==> src/rtl/pin_irq_pkg.sv <==
package pin_irq_pkg;
  localparam int ADDR_W = 6;
  localparam int DATA_W = 32;

  localparam logic [ADDR_W-1:0] REG_FLAG    = 6'd0;
  localparam logic [ADDR_W-1:0] REG_REQ_EN  = 6'd1;
  localparam logic [ADDR_W-1:0] REG_ROUTE   = 6'd2;
  localparam logic [ADDR_W-1:0] REG_RISE    = 6'd3;
  localparam logic [ADDR_W-1:0] REG_FALL    = 6'd4;
  localparam logic [ADDR_W-1:0] REG_FILT_EN = 6'd5;
  localparam logic [ADDR_W-1:0] REG_PRESC   = 6'd6;
  // max-count words start at 32, one per channel
  localparam int REG_MAX_BASE = 32;
endpackage

==> src/rtl/pin_irq_prescaler.sv <==
module pin_irq_prescaler #(
  parameter int PRESC_W = 4
) (
  input  logic               clk_i,
  input  logic               rst_ni,
  input  logic [PRESC_W-1:0] presc_i,
  output logic               tick_o
);
  logic [PRESC_W-1:0] cnt_q;

  // >= so a lowered prescaler takes effect without wrapping
  assign tick_o = (cnt_q >= presc_i);

  always_ff @(posedge clk_i or negedge rst_ni) begin
    if (!rst_ni)     cnt_q <= '0;
    else if (tick_o) cnt_q <= '0;
    else             cnt_q <= cnt_q + PRESC_W'(1);
  end
endmodule

==> src/rtl/pin_irq_chan.sv <==
module pin_irq_chan #(
  parameter int CNT_W = 4
) (
  input  logic             clk_i,
  input  logic             rst_ni,
  input  logic             pin_i,
  input  logic             tick_i,
  input  logic             filt_en_i,
  input  logic [CNT_W-1:0] max_cnt_i,
  output logic             rise_o,
  output logic             fall_o
);
  logic [1:0]       sync_q;
  logic             lvl_q;
  logic             lvl_prev_q;
  logic [CNT_W-1:0] cnt_q;
  logic             s_lvl;

  assign s_lvl = sync_q[1];

  always_ff @(posedge clk_i or negedge rst_ni) begin
    if (!rst_ni) sync_q <= '0;
    else         sync_q <= {sync_q[0], pin_i};
  end

  always_ff @(posedge clk_i or negedge rst_ni) begin
    if (!rst_ni) begin
      lvl_q <= 1'b0;
      cnt_q <= '0;
    end else if (!filt_en_i) begin
      lvl_q <= s_lvl;
      cnt_q <= '0;
    end else if (s_lvl == lvl_q) begin
      cnt_q <= '0;
    end else if (tick_i) begin
      if (cnt_q == max_cnt_i) begin
        lvl_q <= s_lvl;
        cnt_q <= '0;
      end else begin
        cnt_q <= cnt_q + CNT_W'(1);
      end
    end
  end

  always_ff @(posedge clk_i or negedge rst_ni) begin
    if (!rst_ni) lvl_prev_q <= 1'b0;
    else         lvl_prev_q <= lvl_q;
  end

  assign rise_o = lvl_q & ~lvl_prev_q;
  assign fall_o = ~lvl_q & lvl_prev_q;
endmodule

==> src/rtl/pin_irq_regs.sv <==
module pin_irq_regs
  import pin_irq_pkg::*;
#(
  parameter int NUM_CH  = 32,
  parameter int CNT_W   = 4,
  parameter int PRESC_W = 4
) (
  input  logic                    clk_i,
  input  logic                    rst_ni,
  input  logic [ADDR_W-1:0]       addr_i,
  input  logic [DATA_W-1:0]       wdata_i,
  input  logic                    we_i,
  input  logic [NUM_CH-1:0]       event_i,
  output logic [DATA_W-1:0]       rdata_o,
  output logic [NUM_CH-1:0]       flag_o,
  output logic [NUM_CH-1:0]       req_en_o,
  output logic [NUM_CH-1:0]       route_o,
  output logic [NUM_CH-1:0]       rise_en_o,
  output logic [NUM_CH-1:0]       fall_en_o,
  output logic [NUM_CH-1:0]       filt_en_o,
  output logic [PRESC_W-1:0]      presc_o,
  output logic [NUM_CH*CNT_W-1:0] max_cnt_o
);
  localparam int IDX_W = $clog2(NUM_CH);

  logic [NUM_CH-1:0]  flag_q, req_en_q, route_q, rise_q, fall_q, filt_q;
  logic [PRESC_W-1:0] presc_q;
  logic [CNT_W-1:0]   max_q [NUM_CH];
  logic [NUM_CH-1:0]  clr_mask;
  logic [IDX_W-1:0]   max_sel;

  assign clr_mask = (we_i && addr_i == REG_FLAG) ? wdata_i[NUM_CH-1:0] : '0;

  // set wins over clear
  always_ff @(posedge clk_i or negedge rst_ni) begin
    if (!rst_ni) flag_q <= '0;
    else         flag_q <= (flag_q & ~clr_mask) | event_i;
  end

  always_ff @(posedge clk_i or negedge rst_ni) begin
    if (!rst_ni) begin
      req_en_q <= '0;
      route_q  <= '0;
      rise_q   <= '0;
      fall_q   <= '0;
      filt_q   <= '0;
      presc_q  <= '0;
    end else if (we_i) begin
      case (addr_i)
        REG_REQ_EN:  req_en_q <= wdata_i[NUM_CH-1:0];
        REG_ROUTE:   route_q  <= wdata_i[NUM_CH-1:0];
        REG_RISE:    rise_q   <= wdata_i[NUM_CH-1:0];
        REG_FALL:    fall_q   <= wdata_i[NUM_CH-1:0];
        REG_FILT_EN: filt_q   <= wdata_i[NUM_CH-1:0];
        REG_PRESC:   presc_q  <= wdata_i[PRESC_W-1:0];
        default: ;
      endcase
    end
  end

  for (genvar ch = 0; ch < NUM_CH; ch++) begin : g_max
    always_ff @(posedge clk_i or negedge rst_ni) begin
      if (!rst_ni)
        max_q[ch] <= '0;
      else if (we_i && addr_i == ADDR_W'(REG_MAX_BASE + ch))
        max_q[ch] <= wdata_i[CNT_W-1:0];
    end
    assign max_cnt_o[ch*CNT_W +: CNT_W] = max_q[ch];
  end

  assign max_sel = addr_i[IDX_W-1:0];

  always_comb begin
    rdata_o = '0;
    case (addr_i)
      REG_FLAG:    rdata_o[NUM_CH-1:0]  = flag_q;
      REG_REQ_EN:  rdata_o[NUM_CH-1:0]  = req_en_q;
      REG_ROUTE:   rdata_o[NUM_CH-1:0]  = route_q;
      REG_RISE:    rdata_o[NUM_CH-1:0]  = rise_q;
      REG_FALL:    rdata_o[NUM_CH-1:0]  = fall_q;
      REG_FILT_EN: rdata_o[NUM_CH-1:0]  = filt_q;
      REG_PRESC:   rdata_o[PRESC_W-1:0] = presc_q;
      default: begin
        if (addr_i[ADDR_W-1] && int'(max_sel) < NUM_CH)
          rdata_o[CNT_W-1:0] = max_q[max_sel];
      end
    endcase
  end

  assign flag_o    = flag_q;
  assign req_en_o  = req_en_q;
  assign route_o   = route_q;
  assign rise_en_o = rise_q;
  assign fall_en_o = fall_q;
  assign filt_en_o = filt_q;
  assign presc_o   = presc_q;
endmodule

==> src/rtl/pin_irq_unit.sv <==
module pin_irq_unit
  import pin_irq_pkg::*;
#(
  parameter int NUM_CH  = 32,
  parameter int CNT_W   = 4,
  parameter int PRESC_W = 4
) (
  input  logic              clk_i,
  input  logic              rst_ni,
  input  logic [5:0]        reg_addr_i,
  input  logic [31:0]       reg_wdata_i,
  input  logic              reg_we_i,
  output logic [31:0]       reg_rdata_o,
  input  logic [NUM_CH-1:0] pin_i,
  output logic              irq_o,
  output logic [NUM_CH-1:0] dma_req_o
);
  logic [NUM_CH-1:0]       flag, req_en, route, rise_en, fall_en, filt_en;
  logic [NUM_CH-1:0]       rise, fall, evt;
  logic [PRESC_W-1:0]      presc;
  logic [NUM_CH*CNT_W-1:0] max_cnt;
  logic                    tick;

  pin_irq_regs #(.NUM_CH(NUM_CH), .CNT_W(CNT_W), .PRESC_W(PRESC_W)) u_regs (
    .clk_i     (clk_i),
    .rst_ni    (rst_ni),
    .addr_i    (reg_addr_i),
    .wdata_i   (reg_wdata_i),
    .we_i      (reg_we_i),
    .event_i   (evt),
    .rdata_o   (reg_rdata_o),
    .flag_o    (flag),
    .req_en_o  (req_en),
    .route_o   (route),
    .rise_en_o (rise_en),
    .fall_en_o (fall_en),
    .filt_en_o (filt_en),
    .presc_o   (presc),
    .max_cnt_o (max_cnt)
  );

  pin_irq_prescaler #(.PRESC_W(PRESC_W)) u_presc (
    .clk_i   (clk_i),
    .rst_ni  (rst_ni),
    .presc_i (presc),
    .tick_o  (tick)
  );

  for (genvar ch = 0; ch < NUM_CH; ch++) begin : g_ch
    pin_irq_chan #(.CNT_W(CNT_W)) u_chan (
      .clk_i     (clk_i),
      .rst_ni    (rst_ni),
      .pin_i     (pin_i[ch]),
      .tick_i    (tick),
      .filt_en_i (filt_en[ch]),
      .max_cnt_i (max_cnt[ch*CNT_W +: CNT_W]),
      .rise_o    (rise[ch]),
      .fall_o    (fall[ch])
    );
  end

  assign evt       = (rise & rise_en) | (fall & fall_en);
  assign irq_o     = |(flag & req_en & ~route);
  assign dma_req_o = flag & req_en & route;
endmodule

==> config.mk <==
export PLATFORM = sky130hd
export DESIGN_NAME = pin_irq_unit
export DESIGN_NICKNAME = d
export VERILOG_FILES = /design/src/rtl/pin_irq_pkg.sv /design/src/rtl/pin_irq_prescaler.sv /design/src/rtl/pin_irq_chan.sv /design/src/rtl/pin_irq_regs.sv /design/src/rtl/pin_irq_unit.sv
export SDC_FILE = /design/constraint.sdc
export NUM_CORES = 1
export LEC_CHECK = 0
export ABC_CLOCK_PERIOD_IN_PS = 4700
export CAP_MARGIN = 10
export CORE_UTILIZATION = 50
export CTS_BUF_LIST = sky130_fd_sc_hd__clkbuf_8
export DETAILED_ROUTE_END_ITERATION = 6
export GPL_TIMING_DRIVEN = 0
export PLACE_DENSITY_LB_ADDON = 0.05
export SYNTH_ARGS = -nofsm -noshare
export SYNTH_HDL_FRONTEND = slang
export SYNTH_SLANG_ARGS = --single-unit
==> constraint.sdc <==
create_clock -name clk_i -period 4.7 [get_ports clk_i]
set_input_delay 0.94 -clock clk_i [delete_from_list [all_inputs] [get_ports clk_i]]
set_output_delay 0.94 -clock clk_i [all_outputs]
set_load 0.005 [all_outputs]
== Yosys cells after proc, flatten, opt, wreduce, memory -nomap -nowiden ==
Index checks and enable logic that the tools add are counted.

* Register bits: 584
* Bits of input ports: 73
* Output and inout port bits: 65
* Word-level logic and storage cells: 909

* Add/subtract/negate cells: 33
* $lt $le $gt $ge: 2
* Equal/unequal tests: 230
* Muxes and demuxes: 264
* Bitwise operators: 139
* Reductions and logical operators: 73

{| class="wikitable"
|+ Operators by type and width
! operator !! count
|-
| $mux W4 || 132
|-
| $and A32 B32 Y32 || 6
|-
| $eq A6 B6 Y1 const B || 32
|-
| $pmux W28 S6 || 1
|-
| $add A4 B1 Y4 const B || 33
|-
| $eq A4 B4 Y1 || 32
|-
| $mux W1 || 128
|-
| $ne A2 B1 Y1 const B || 64
|-
| $ne A3 B1 Y1 const B || 32
|-
| $reduce_and A3 Y1 || 32
|-
| $and A1 B1 Y1 || 64
|-
| $ne A2 B2 Y1 const B || 32
|-
| $not A1 Y1 || 64
|-
| $not A32 Y32 || 2
|-
| $or A32 B32 Y32 || 2
|-
| $logic_and A1 B1 Y1 || 33
|-
| $eq A1 B1 Y1 || 32
|-
| $mux W32 || 1
|-
| $reduce_or A32 Y1 || 1
|-
| $pmux W4 S7 || 1
|-
| $bmux W4 S5 || 1
|-
| $eq A6 B3 Y1 const B || 3
|-
| $eq A6 B2 Y1 const B || 2
|-
| $reduce_and A2 Y1 || 6
|-
| 5 further kinds || 5
|}

== Depth between registers and ports, before layout ==
* Depth in word-level cells: 6
* Gate-level depth with buffers: 11
* Gate-level depth less buffers: 7

== Hierarchy ==
From an unflattened synthesis, not the netlist that was laid out.

* Cells, all modules: 2376
* Area total of the unflattened synthesis: 28772.6 µm²

{| class="wikitable"
|+ Modules (own cells, without submodules)
! module !! instances !! cells an instance !! area each (µm²) !! sequential area each (µm²)
|-
| pin_irq_regs || 1 || 1048 || 14702.9 || 8107.8
|-
| pin_irq_chan || 32 || 37 || 407.9 || 200.2
|-
| pin_irq_unit || 1 || 117 || 733.2 || 0.0
|-
| pin_irq_prescaler || 1 || 27 || 284.0 || 100.1
|}

== Least setup slack after synthesis ==
OpenSTA, ideal clock, no wires.

* Path kind: input to output
* Start point: in reg_addr_i[0]
* End point: out reg_rdata_o[3]
* Data arrival time: 2.476 ns
* Slack: 1.284 ns
* Stages: 6
* Buffers on the path: 2
* Cells stage by stage: buf_4 buf_2 mux4_2 o22ai_1 o21ai_0 a221o_1

* Word-level cells in the longest chain between the ends: 6

{| class="wikitable"
|+ RTL lines
! element !! RTL line !! source
|-
| from (decl) || pin_irq_unit.sv:10 || <nowiki>input logic [5:0] reg_addr_i,</nowiki>
|-
| $not A5 Y6 (not written as such) || pin_irq_regs.sv:85 || <nowiki>rdata_o[CNT_W-1:0] = max_q[max_sel];</nowiki>
|-
| $bmux W4 S5 || pin_irq_regs.sv:85 ||
|-
| $mux W4 (not written as such) (2 in series) || pin_irq_regs.sv:85 ||
|-
| $mux W4 || pin_irq_regs.sv:84 || <nowiki>if (addr_i[ADDR_W-1] && int'(max_sel) < NUM_CH)</nowiki>
|-
| $pmux W4 S7 (*) || pin_irq_regs.sv:75 || <nowiki>case (addr_i)</nowiki>
|-
| to (decl) || pin_irq_unit.sv:13 || <nowiki>output logic [31:0] reg_rdata_o,</nowiki>
|}

Mark *: on every way between the ends. The rest lies on a longest branch, timed or not. The select of a mux whose other input is x is not followed.

== Worst setup path in the final report ==
* Start point: in reg_addr_i[5]
* End point: out reg_rdata_o[31]

* Word-level cells in the longest chain between the ends: 2

{| class="wikitable"
|+ RTL lines
! element !! RTL line
|-
| $eq A6 B3 Y1 (tied with other cells) || pin_irq_regs.sv:75
|-
| $pmux W28 S6 (*) || pin_irq_regs.sv:75
|}

Mark *: on every way between the ends. The rest lies on a longest branch, timed or not.

==> impl_metrics.tcl <==
set metrics [dict create \
    grt_use_met1_pct 44.0 \
    syn_area_um2 27900 \
    slew_viol_final 0 \
    rsz0062_at_grt "false" \
    pin_count 138 \
    p_per_area_nw_per_um2 433 \
    cts.sinks 584 \
    worst_pin_slew_ns 1.20 \
    grt_usage_pct 31.4 \
    clk_pin_slew_ns 0.05 \
    outcome "completed" \
    synthTopCellsByArea "dfrtp_1, mux2_2, mux2_4, nand2_1, xnor2_1" \
    antenna_found_initial 2 \
    yosys_warnings 0 \
    endpoint "reg_rdata_o[31]" \
    grt-busiest-layer "met2" \
    worst_clock_skew_ns 0.0276 \
    r2r-start "u_regs.presc_o[3]" \
    netlist.area_leader.share_pct 52.3 \
    synthFlopType "dfrtp_1" \
    synthArstFlopShare_pct 100 \
    cp-start-kind "primary input" \
    die_w_um 238 \
    drc 0 \
    cts_root_buffer "clkbuf_8" \
    grt_max_degree 123 \
    grt_pass1_wl_mm 131 \
    p_seq_share_pct 44.3 \
    die-area_um2 56800 \
    p_leak_uw 0.0149 \
    drtPass1Iterations 5 \
    grt_pass1_vias 20538 \
    clock_path_buffers 3 \
    seq_area_frac_synth_pct 52.3 \
    area_delta_synth_final_pct 16.4 \
    required_ns 3.76 \
    path_max_fanout 10 \
    drt_wl_total_mm 88.3 \
    routed_via_density 6.05 \
    cp-end-kind "output port" \
    synth_nets 2473 \
    synth_top_area_cell "dfrtp_1" \
    power.switching_uw 4860 \
    finalSetupTns_ns 0 \
    crit_chain "clkdlybuf4s50_1, or4b_4, nor2_4, buf_4, buf_4, a22oi_1, nand3_1, clkdlybuf4s50_1" \
    layout-drive-gt1-share_pct 21.9 \
    cts_tree "built" \
    p_int_uw 9230 \
    syn_area_per_cell_um2 11.8 \
    hold_viol 0 \
    synth-seq-cells 584 \
    coreArea_um2 55100 \
    holdWs_ns 0.0808 \
    relSlewSlack_pct 19.8 \
    grt-ovfl-total 0 \
    met2_usage_pct 48.0 \
    combPwrFrac_pct 22.1 \
    wire_per_inst_um 25.7 \
    ys_types 52 \
    synthCells 2363 \
    worstSetupPathType "primary input to output port" \
    cap_violations 0 \
    dpl_cell_area_um2 30300 \
    synth_edf_count 0 \
    met3_usage_pct 6.17 \
    cts_htree_levels 3 \
    place_congestion 0.918 \
    setup_slack_ns 0.0514 \
    vias 20791 \
    row_count 86 \
    irDropWorstVdd_mv 0.248 \
    drtIter0Drc 1762 \
    final_antenna_net_count 0 \
    timing.final.crit_share_pct 98.9 \
    die_h_um 238 \
    dp_slack_ns -0.351 \
    worst_r2r_endpoint "g_ch[7].u_chan.cnt_q[2]" \
    hold_class "primary input to async pin" \
    portBuffers 130 \
    rrSetupSlack_ns 1.07 \
    finalCriticalPeriod_ns 4.65 \
    design_area_um2 32500 \
    fmaxAchievable_mhz 215 \
    insertion_delay_ns 0.71 \
    p_sw_share_pct 34.5 \
    holdBufCountCts 0 \
    dp_hpwl_mm 62.4 \
    fill_cells 4617 \
    finalSetupViolCount 0 \
    cts_buffers 100 \
    arrival_ns 3.71 \
    initial_core_util_pct 50.7 \
    p_clk_share_pct 33.7 \
    r2r_cells 8 \
    nNetsFinal 2713 \
    slowest_delay_ns 0.64 \
    critPathLaunch "reg_addr_i[5]" \
    slowest_stage "or4b_4" \
]
## metrics by stage
stage | std cells | util, % | total power, uW
final | 3434 | 59.0 | 14100
after global routing | 3431 | 59.0 | 14600
after CTS | 3431 | 59.0 | 14100
after detailed placement | 3246 | 55.0 | 9370
after global placement | 3241 | 54.8 | 9290
after floorplan | 2363 | - | 7740
## cells in the mapped netlist (39+ instances only)
cell type,number
o211ai_1,43
o21ai_0,103
nand2_1,226
xor2_1,75
nor2b_1,41
mux2_2,251
buf_2,41
nand3_1,126
xnor2_1,87
nor2_1,89
a22oi_1,92
dfrtp_1,584
nand3b_1,50
clkbuf_1,39
mux2_4,60
a21oi_1,120
## worst min path at each step
stage / end / cells past startpoint
final: u_regs.flag_o[16] / 1
after floorplan: g_ch[0].u_chan.sync_q[1] / 0
after global placement: g_ch[25].u_chan.sync_q[1] / 0
after CTS: u_regs.rise_en_o[16] / 1
after global routing: u_regs.rise_en_o[16] / 1
after detailed placement: g_ch[2].u_chan.sync_q[1] / 0
## flip-flops by register name, indices dropped and copies added, names as in the netlist, 32 cells and up
signal / flops
g_ch.u_chan.sync_q: 64
u_regs.max_cnt_o: 128
u_regs.filt_en_o: 32
u_regs.fall_en_o: 32
g_ch.u_chan.lvl_q: 32
u_regs.req_en_o: 32
u_regs.route_o: 32
u_regs.rise_en_o: 32
g_ch.u_chan.lvl_prev_q: 32
g_ch.u_chan.cnt_q: 128
u_regs.flag_o: 32
## layer usage
| metal | wire length (um) | share of wire (%) |
|---|---|---|
| met3 | 5880 | 6.7 |
| met4 | 3100 | 3.5 |
| met2 | 40100 | 45 |
| met5 | 0 | 0 |
| met1 | 39200 | 44 |
## cell families after synthesis
group | Yosys count | share of synthesized area [%]
muxes | 368 | 16.8
xor gates and xnor gates | 162 | 5.08
AOI/OAI and AO/OA | 418 | 9.38
DFF | 584 | 52.3
adders and majority gates | 37 | 1.66
buffers and inverters | 112 | 2.05
and+or+nand+nor | 682 | 12.7
## repair_timing
| action | 4_1_cts | 5_1_grt |
|---|---|---|
| pin swaps | 3 | 2 |
| hold endpoints to repair | 0 | 0 |
| setup endpoints to repair | 30 | 11 |
| resized for setup | 25 | 4 |
| buffers inserted | 3 | 0 |
## layout by cell type (no fill, tap or decap), types with 41 or more instances in the layout
cell | netlist | final
a21oi_1 | 120 | 120
a22oi_1 | 92 | 92
clkbuf_8 | 0 | 138
clkdlybuf4s50_1 | 0 | 128
dfrtp_1 | 584 | 584
inv_1 | 15 | 44
mux2_2 | 251 | 251
mux2_4 | 60 | 60
nand2_1 | 226 | 225
nand3_1 | 126 | 126
nand3b_1 | 50 | 50
nor2_1 | 89 | 88
nor2b_1 | 41 | 41
o211ai_1 | 43 | 43
o21ai_0 | 103 | 103
xnor2_1 | 87 | 87
xor2_1 | 75 | 75
## final cells by class
cell class | count | area [um2] | share of cell area (%)
Antenna cell | 3 | 7.51 | 0.0231
Clock buffer | 138 | 1900 | 5.84
Inverter | 15 | 56.3 | 0.173
Tap cell | 748 | 936 | 2.88
Sequential cell | 584 | 14600 | 44.9
Buffer | 97 | 587 | 1.80
Multi-Input combinational cell | 1667 | 12700 | 39.2
Timing Repair Buffer | 138 | 1470 | 4.52
Clock inverter | 44 | 196 | 0.604
## power groups by stage
| stage | sequential, uW | clock, uW | combinational [uW] |
|---|---|---|---|
| after detailed placement | 6300 | 0 | 3070 |
| after CTS | 6210 | 4820 | 3090 |
| after floorplan | 6020 | 0 | 1720 |
| after global placement | 6290 | 0 | 3000 |
| after global routing | 6300 | 5060 | 3270 |
| final | 6240 | 4750 | 3110 |
## worst max-delay path: cells and delay by family
| kind | cells | cell delay, ns |
|---|---|---|
| AOI/OAI and AO/OA | 1 | 0.10 |
| buffers and inverters | 4 | 1.65 |
| and+or+nand+nor | 3 | 1.00 |
Note: power is estimated with default switching activity, not from simulation.
